--- src/rtl/gpio_pad_pkg.sv ---
package gpio_pad_pkg;
  localparam int unsigned REG_COUNT = 4;
  localparam logic [1:0] A_DIR  = 2'd0;
  localparam logic [1:0] A_DATA = 2'd1;
  localparam logic [1:0] A_PULL = 2'd2;
  localparam logic [1:0] A_OD   = 2'd3;
  localparam logic [2:0] MODE_PULL_LO = 3'd6;
  localparam logic [2:0] MODE_PULL_HI = 3'd7;
  localparam logic [2:0] MODE_OD      = 3'd7;
endpackage

--- src/rtl/gpio_ctl_reg.sv ---
module gpio_ctl_reg #(
  parameter int unsigned W = 4
) (
  input  logic         clk,
  input  logic         rst_n,
  input  logic         clr,
  input  logic         hold,
  input  logic         we,
  input  logic [W-1:0] d,
  output logic [W-1:0] q
);
  logic [W-1:0] q_nxt;
  logic         q_en;

  always_comb begin
    q_en  = clr | (we & ~hold);
    q_nxt = clr ? '0 : d;
  end

  always_ff @(posedge clk or negedge rst_n) begin
    if (!rst_n)    q <= '0;
    else if (q_en) q <= q_nxt;
  end


  hw_clear_chk: assert property (@(posedge clk) disable iff (!rst_n)
    clr |=> (q == '0));

  sw_hold_chk: assert property (@(posedge clk) disable iff (!rst_n)
    (hold && !clr) |=> $stable(q));
endmodule

--- src/rtl/gpio_pad_logic.sv ---
module gpio_pad_logic
  import gpio_pad_pkg::*;
#(
  parameter int unsigned NP = 4
) (
  input  logic          clk,
  input  logic          rst_n,
  input  logic [2:0]    mode,
  input  logic [NP-1:0] dir,
  input  logic [NP-1:0] dat,
  input  logic [NP-1:0] pul,
  input  logic [NP-1:0] odr,
  output logic [NP-1:0] pad_oe,
  output logic [NP-1:0] pad_out,
  output logic [NP-1:0] pad_pu
);
  logic pu_mode;
  logic od_mode;

  always_comb begin
    pu_mode = (mode == MODE_PULL_LO) || (mode == MODE_PULL_HI);
    od_mode = (mode == MODE_OD);
  end

  for (genvar i = 0; i < NP; i++) begin : g_pin
    logic od_act;
    always_comb begin
      od_act     = od_mode & odr[i] & dir[i];
      pad_pu[i]  = pu_mode & ~dir[i] & pul[i];
      pad_out[i] = dat[i] & ~od_act;
      pad_oe[i]  = dir[i] & ~(od_act & dat[i]);
    end
  end


  pu_input_only_chk: assert property (@(posedge clk) disable iff (!rst_n)
    ((pad_pu & dir) == '0));

  pu_mode_gate_chk: assert property (@(posedge clk) disable iff (!rst_n)
    (mode != MODE_PULL_LO && mode != MODE_PULL_HI) |-> (pad_pu == '0));

  od_never_high_chk: assert property (@(posedge clk) disable iff (!rst_n)
    (mode == MODE_OD) |-> ((pad_oe & pad_out & odr) == '0));

  od_mode_gate_chk: assert property (@(posedge clk) disable iff (!rst_n)
    (mode != MODE_OD) |-> (pad_oe == dir));

  input_no_drive_chk: assert property (@(posedge clk) disable iff (!rst_n)
    ((pad_oe & ~dir) == '0));
endmodule

--- src/rtl/gpio_pad_ctl.sv ---
module gpio_pad_ctl
  import gpio_pad_pkg::*;
#(
  parameter int unsigned NP = 4,
  parameter int unsigned DW = 8,
  parameter int unsigned AW = 2
) (
  input  logic          clk,
  input  logic          rst_n,
  input  logic          hw_stby,
  input  logic          sw_stby,
  input  logic [2:0]    mode,
  input  logic [AW-1:0] addr,
  input  logic          wr_en,
  input  logic [DW-1:0] wdata,
  output logic [DW-1:0] rdata,
  output logic [NP-1:0] pad_oe,
  output logic [NP-1:0] pad_out,
  output logic [NP-1:0] pad_pu
);
  localparam int unsigned PAD_W = DW - NP;

  logic [1:0]    rst_pipe;
  logic          rst_sync_n;
  logic [NP-1:0] reg_q [REG_COUNT];
  logic [NP-1:0] rd_sel;
  logic          unused_wdata_hi;

  always_ff @(posedge clk or negedge rst_n) begin
    if (!rst_n) rst_pipe <= 2'b00;
    else        rst_pipe <= {rst_pipe[0], 1'b1};
  end
  assign rst_sync_n      = rst_pipe[1];
  assign unused_wdata_hi = ^wdata[DW-1:NP];

  for (genvar r = 0; r < REG_COUNT; r++) begin : g_reg
    gpio_ctl_reg #(.W(NP)) i_reg (
      .clk   (clk),
      .rst_n (rst_sync_n),
      .clr   (hw_stby),
      .hold  (sw_stby),
      .we    (wr_en && (addr == AW'(r))),
      .d     (wdata[NP-1:0]),
      .q     (reg_q[r])
    );
  end

  always_comb begin
    rd_sel = reg_q[addr];
    rdata  = {{PAD_W{1'b0}}, rd_sel};
  end

  gpio_pad_logic #(.NP(NP)) i_pads (
    .clk     (clk),
    .rst_n   (rst_sync_n),
    .mode    (mode),
    .dir     (reg_q[A_DIR]),
    .dat     (reg_q[A_DATA]),
    .pul     (reg_q[A_PULL]),
    .odr     (reg_q[A_OD]),
    .pad_oe  (pad_oe),
    .pad_out (pad_out),
    .pad_pu  (pad_pu)
  );


  reset_quiet_chk: assert property (@(posedge clk)
    !rst_sync_n |-> (pad_oe == '0 && pad_pu == '0));

  reserved_zero_chk: assert property (@(posedge clk) disable iff (!rst_sync_n)
    (rdata[DW-1:NP] == '0));
endmodule

--- config.mk ---
export PLATFORM = sky130hd
export DESIGN_NAME = gpio_pad_ctl
export DESIGN_NICKNAME = d
export VERILOG_FILES = /design/src/rtl/gpio_pad_pkg.sv /design/src/rtl/gpio_ctl_reg.sv /design/src/rtl/gpio_pad_logic.sv /design/src/rtl/gpio_pad_ctl.sv
export SDC_FILE = /design/constraint.sdc
export NUM_CORES = 1
export LEC_CHECK = 0
export ABC_AREA = 1
export BUFFER_PORTS_ARGS = -buffer_cell sky130_fd_sc_hd__buf_2
export CAP_MARGIN = 0
export CORE_MARGIN = 2
export CORE_UTILIZATION = 49
export CTS_CLUSTER_SIZE = 8
export DETAILED_ROUTE_END_ITERATION = 10
export GPL_TIMING_DRIVEN = 0
export PLACE_DENSITY = 0.84
export SLEW_MARGIN = 20
export SYNTH_ARGS = -nofsm -noshare
export SYNTH_HDL_FRONTEND = slang
export SYNTH_SLANG_ARGS = --single-unit
--- constraint.sdc ---
create_clock -name clk -period 0.8 [get_ports clk]
set_clock_uncertainty 0.05 [all_clocks]
set_input_delay 0.04 -clock clk [delete_from_list [all_inputs] [get_ports clk]]
set_output_delay 0.04 -clock clk [all_outputs]
set_load 0.05 [all_outputs]
==> results of run 1 <==
worst max path at each step:
stage	slack (ns)	to	depth (start not counted)
6_report	-0.64	pad_oe[0]	6
2_1_floorplan	-0.27	pad_oe[3]	5
4_1_cts	-0.58	pad_oe[2]	6
3_3_place_gp	-0.30	pad_oe[1]	6
5_1_grt	-0.66	pad_out[2]	5
3_5_place_dp	-0.34	pad_oe[1]	6
worst reg2reg max path, cell delays in order, from the launching register on:
cell     delay, ns
dfrtp_1       0.43
buf_4         0.15
buf_6         0.11
nand3_1       0.07
nand2_1       0.05
layout make-up:
| cell class | instances | area, um2 | share of cell area [%] |
|---|---|---|---|
| Buffer | 6 | 46.29 | 2.553 |
| Clock buffer | 4 | 36.28 | 2.001 |
| Inverter | 32 | 128.9 | 7.108 |
| Multi-Input combinational cell | 122 | 696.9 | 38.44 |
| Sequential cell | 18 | 454.2 | 25.05 |
| Tap cell | 28 | 35.03 | 1.932 |
| Timing Repair Buffer | 45 | 415.4 | 22.91 |
through the flow:
stage	util, %	cell area, um2	hold WS, ns	worst slack (ns)
4_1_cts	76.13	1684	0.04035	-0.5755
3_5_place_dp	66.40	1469	-0.2243	-0.3436
6_report	81.96	1813	0.02761	-0.6368
2_1_floorplan	-	1289	-0.3056	-0.2669
5_1_grt	81.96	1813	0.05949	-0.6586
3_3_place_gp	66.40	1469	-0.2249	-0.3036
metal layers:
layer	global-route usage [%]	wire [um]	vias up
li1	-	-	622
met1	31.62	1623	648
met2	46.25	2092	97
met3	2.000	373	20
met4	14.53	194	0
met5	0	0	-
placed cells by master, fill, tap and decap left out:
cell type       n
nor2_4          6
nand3_2         3
nand2_4         4
nor2_2          3
conb_1          5
clkbuf_4        3
buf_6          17
buf_4          12
nand3_1        17
dfrtp_1        15
clkinvlp_4      2
a21oi_4         2
clkbuf_8        1
dlygate4sd3_1   2
dfrtp_2         3
o21ai_1         3
a21oi_2         2
inv_1          15
nor2_1         12
buf_8           6
clkinv_2        1
inv_2          14
nand2_1        50
a21boi_4        1
o21ai_2         1
buf_2          14
nor3_4          2
a21boi_2        1
nand2_2        10
report_power, final:
group | total, mW | internal, mW | switching (mW)
Sequential | 0.970 | 0.931 | 0.0382
Clock | 0.562 | 0.278 | 0.284
Combinational | 0.451 | 0.152 | 0.299
repair_timing:
item,4_1_cts,5_1_grt
hold buffers,2,0
setup endpoints to repair,16,36
gates resized for setup,45,21
endpoints found under the hold margin,2,0
setup buffers,4,10
pin swaps,9,9
synthesized netlist by cell type, drive strengths merged:
library cell	number
clkinv	1
nor3	2
dfrtp	18
a21boi	2
inv	31
o21ai	4
nand3	20
a21oi	4
buf	6
nand2	64
conb	2
nor2	21
flip-flops by register name (all words and copies together), names as in the netlist:
| signal | cells |
|---|---|
| g.i_reg.q | 16 |
| rst_pipe | 2 |
cells by family after synthesis:
group	after synthesis	synth area share, %
AOI/OAI and AO/OA	10	4.767
buffers and inverters	38	14.52
DFF	18	39.00
and+or+nand+nor	107	41.06
other	2	0.6503
==> metrics.cfg, run 1 <==
[cts]
cts_max_path_buffers = 2
tritoncts = yes
cts-htree-levels = 1
clk_pin_slew_ns = 0.10
cts_buffers = 3
cts.sinks = 18
clk_latency_ns = 0.30
root_buffer = clkbuf_4

[place]
io_buffers = 29
hpwl_um = 2257
post-place-cells = 235
gp_congestion = 0.9181

[setup_path]
cp-start-kind = register
r2r_cells = 4
critical-path-top-delay-family = flip-flops
crit_slowest_cell = dfrtp_2
cp.required_ns = 0.71
worst-path-buf-inv = 3
max_stage_delay_ns = 0.47
rr_startpoint = g_reg[0].i_reg.q[1]
regToRegSetupSlack_ns = -0.15
path_class = reg -> out
arrival_ns = 1.35
end_kind = output pin
r2r_end = g_reg[0].i_reg.q[1]
timing.critical_path.from = g_reg[0].i_reg.q[0]
critical_path.cell_chain = nand2_2 > inv_2 > nand3_1 > nand2_1 > inv_1 > buf_6
path_max_fanout = 5

[final_layout]
n_antenna_cell = 0
stdcell_count = 255
nets = 246
syn2layout_area_growth_pct = 56.99
fillCellCount = 118
drive_above_1_share_pct = 47.58

[synth]
ys_seq_area_share_pct = 39.00
synth_area_leaders = dfrtp_1, nand2_1, inv_1
syn-cell-area_mm2 = 0.001155
ys_types = 19
ys_ff_latch = 18
syn_inst = 175
synth_top_cell_by_area = dfrtp_1
yosys.area.top_type_share_pct = 39.00
synth_warnings = 0
syn_avg_cell_area_um2 = 6.599

[routing]
vias = 1387
ant_nets = 0
finalWirelength_um = 4283
wire_per_inst_um = 16.80
drcViolationCount = 0
routed_via_density = 5.439
drt_iter0_drc = 51
firstDrtPassIters = 4

[global_routing]
grt_max_degree = 17
grt_usage_pct = 26.36
antenna_found_initial = 0
grt_overflow = 0
grt_pass1_wl_um = 5216
grt_pass1_vias = 1194

[job]
drv_cap = 0

[sta]
finalCriticalPeriod_ns = 1.437
setup-tns-final_ns = -9.624
fmaxAchievable_mhz = 696.0
slew_viol_final = 0
finalWorstSetupSlack_ns = -0.6368
rsz0062_at_grt = true
hold_viol = 0
period_share_pct = 179.6
report.final.setup_viol = 24

[min_path]
worstHoldPathCells = 5
hold_class = in -> reg
hold_path_startpoint = wdata[3]
min_to = g_reg[0].i_reg.q[3]

[status]
status = finished, violations left
failed_checks = negative setup slack

[floorplan]
placementRows = 17
die_x_um = 52.55
die-area_mm2 = 0.002761
pin_count = 38
core_mm2 = 0.002212
die_y_um = 52.55
initial_core_util_pct = 52.21

[pwr]
totalPowerFinal_mw = 1.982
ir_drop_mv = 1.408
p_leak_nw = 0.9535
power.density_mw_per_mm2 = 1093

Note: power is estimated with default switching activity, not from simulation.
==> inputs of run 2 (changes only) <==
--- a/config.mk
+++ b/config.mk
@@ -14,6 +14,7 @@
 export DETAILED_ROUTE_END_ITERATION = 10
 export GPL_TIMING_DRIVEN = 0
 export PLACE_DENSITY = 0.84
+export SKIP_CTS_REPAIR_TIMING = 1
 export SLEW_MARGIN = 20
 export SYNTH_ARGS = -nofsm -noshare
 export SYNTH_HDL_FRONTEND = slang
==> run 2 against run 1 <==
The flow still finishes with violations (negative setup slack). Final area decreased by 4.9%. Combinational power is 6.4% lower. Setup slack gained 0.049 ns. Total power shrank 2.2%. Routed wire length decreased by 15%. Clock power is 2% lower. Largest cell class unchanged. Highest routed layer unchanged.
==> metrics.cfg, run 2 (same netlist as run 1, synthesis figures left out) <==
[status]
status = finished, violations left  ; unchanged
failed_checks = negative setup slack  ; unchanged

[pwr]
switching_share_pct = 30.41  ; was 31.34%
ir_drop_mv = 1.234  ; was 1.408 mV
p_switching_uw = 589.4  ; was 621.4 uW
power.density_mw_per_mm2 = 1124  ; was 1093 mW/mm2
p_int_mw = 1.349  ; was 1.361 mW
p_leak_nw = 0.9112  ; was 0.9535 nW
p_comb_share_pct = 21.8  ; was 22.7%
p_clk_share_pct = 28.3  ; was 28.4%
seq_power_share_pct = 50.0  ; was 48.9%

[cts]
clk_pin_slew_ns = 0.10  ; about the same
clk_latency_ns = 0.29  ; was 0.30 ns
tritoncts = yes  ; unchanged
cts_max_path_buffers = 2  ; unchanged
root_buffer = clkbuf_4  ; unchanged
cts-htree-levels = 1  ; unchanged
cts_buffers = 3  ; unchanged
cts.sinks = 18  ; unchanged

[final_layout]
syn2layout_area_growth_pct = 49.30  ; was 56.99%
fin_area_mm2 = 0.001724  ; was 0.001813 mm2
largest_reg_flops = 16  ; unchanged
drive_above_1_share_pct = 43.64  ; was 47.58%
fillCellCount = 141  ; was 118
layout_commonest_cell = nand2_1  ; unchanged
top_register = g.i_reg.q  ; unchanged
layout_common_cells = nand2_1, nand3_1, inv_1  ; was nand2_1, buf_6, nand3_1
largestRegisters = g.i_reg.q: 16 flops, rst_pipe: 2 flops  ; unchanged
register_area_um2 = 454.2  ; unchanged
n_antenna_cell = 0  ; unchanged
multi_input_area_um2 = 683.2  ; was 696.9 um2
nets = 239  ; was 246

[place]
hpwl_um = 2257  ; unchanged
gp_congestion = 0.9181  ; unchanged
dp_slack_ns = -0.3436  ; unchanged
io_buffers = 29  ; unchanged
place_area_mm2 = 0.001469  ; unchanged

[min_path]
hold_class = in -> reg  ; unchanged
hold_path_startpoint = wdata[3]  ; unchanged

[routing]
finalWirelength_um = 3629  ; was 4283 um
wire_per_inst_um = 14.63  ; was 16.80 um
drcViolationCount = 0  ; unchanged
routed_via_density = 5.448  ; was 5.439
firstDrtPassIters = 4  ; unchanged
drt_iter0_drc = 27  ; was 51
ant_nets = 0  ; unchanged
vias = 1351  ; was 1387

[setup_path]
path_class = reg -> out  ; unchanged
rr_startpoint = g_reg[1].i_reg.q[0]  ; was g_reg[0].i_reg.q[1]
timing.critical_path.from = g_reg[0].i_reg.q[0]  ; unchanged
cp_common_cell = nor2_1
path_max_fanout = 5  ; unchanged
arrival_ns = 1.30  ; was 1.35 ns
critical_path.cell_chain = inv_1 > nor2_1 > nor2_1 > nand2_2 > buf_6  ; was nand2_2 > inv_2 > nand3_1 > nand2_1 > inv_1 > buf_6
crit_slowest_cell = dfrtp_2  ; unchanged
cp-start-kind = register  ; unchanged
max_stage_delay_ns = 0.44  ; was 0.47 ns
cp.required_ns = 0.71  ; about the same
end_kind = output pin  ; unchanged

[floorplan]
initial_core_util_pct = 52.21  ; unchanged
die-area_mm2 = 0.002761  ; unchanged
placementRows = 17  ; unchanged
pin_count = 38  ; unchanged
core_mm2 = 0.002212  ; unchanged
die_x_um = 52.55  ; unchanged
die_y_um = 52.55  ; unchanged

[sta]
report.final.setup_viol = 19  ; was 24
finalWorstSetupSlack_ns = -0.5882  ; was -0.6368 ns
hold_viol = 0  ; unchanged
rsz0062_at_grt = true  ; unchanged
slew_viol_final = 0  ; unchanged
fmaxAchievable_mhz = 720.3  ; was 696.0 MHz
period_share_pct = 173.5  ; was 179.6%
finalCriticalPeriod_ns = 1.388  ; was 1.437 ns

[global_routing]
antenna_found_initial = 0  ; unchanged
grt_pass1_wl_um = 4602  ; was 5216 um
grt_pass1_vias = 1098  ; was 1194
grt_usage_pct = 22.97  ; was 26.36%
grt_overflow = 0  ; unchanged
grt_max_degree = 17  ; unchanged

[job]
drv_cap = 0  ; unchanged

-- run 2: changes by cell type in the layout (fill, tap and decap cells not counted), sizes merged --
cell  before  now
buf       49   42
-- run 2: final timing paths --
kind / to / slack (ns) / cells past startpoint
worst min-delay path: g_reg[0].i_reg.q[3] / 0.04 / 5
max in group asynchronous: rst_pipe[1] / 0.03 / 3
worst max-delay path: rdata[0] / -0.59 / 5
worst min register to register: g_reg[1].i_reg.q[2] / 0.12 / 0
min in group asynchronous: g_reg[1].i_reg.q[2] / 0.12 / 0
worst max register to register: g_reg[1].i_reg.q[0] / -0.06 / 3
-- run 2: worst max-delay path: cells and delay by family, from the launching register on --
kind	cells	cell delay, ns
AND/OR/NAND/NOR	3	0.33
flip-flops	1	0.44
buffers and inverters	2	0.22
-- run 2: cell type report --
class | instances | area share (%)
sequential | 18 | 26.34
tap | 28 | 2.032
inverter | 32 | 7.475
buffer | 6 | 2.685
multi-input combinational | 122 | 39.62
timing repair buffer | 38 | 19.74
clock buffer | 4 | 2.105
-- run 2: per-stage QoR --
stage          hold WS, ns  total power, mW  utilization (%)  TNS [ns]  cells
5_1_grt            0.06460            2.013            77.94    -9.326    248
2_1_floorplan      -0.3056            1.245                -    -2.425    178
6_report           0.04376            1.938            77.94    -8.402    248
4_1_cts            -0.5473            1.884            68.04    -9.353    239
3_3_place_gp       -0.2249            1.334            66.40    -4.503    235
3_5_place_dp       -0.2243            1.344            66.40    -4.914    235
-- run 2: metal layers --
| metal | share of wire, % | vias up | global-route usage, % |
|---|---|---|---|
| li1 | - | 607 | - |
| met3 | 8.0 | 21 | 2.000 |
| met5 | 0 | - | 0 |
| met1 | 35 | 644 | 27.39 |
| met2 | 52 | 79 | 40.21 |
| met4 | 4.8 | 0 | 12.82 |
-- run 2: power by group through the flow --
stage	registers, mW	clock network, mW	logic [mW]
finish	0.968	0.548	0.422
global route	0.974	0.591	0.448
CTS	0.966	0.557	0.361
detailed placement	0.984	0	0.360
global placement	0.984	0	0.350
floorplan	0.974	0	0.271
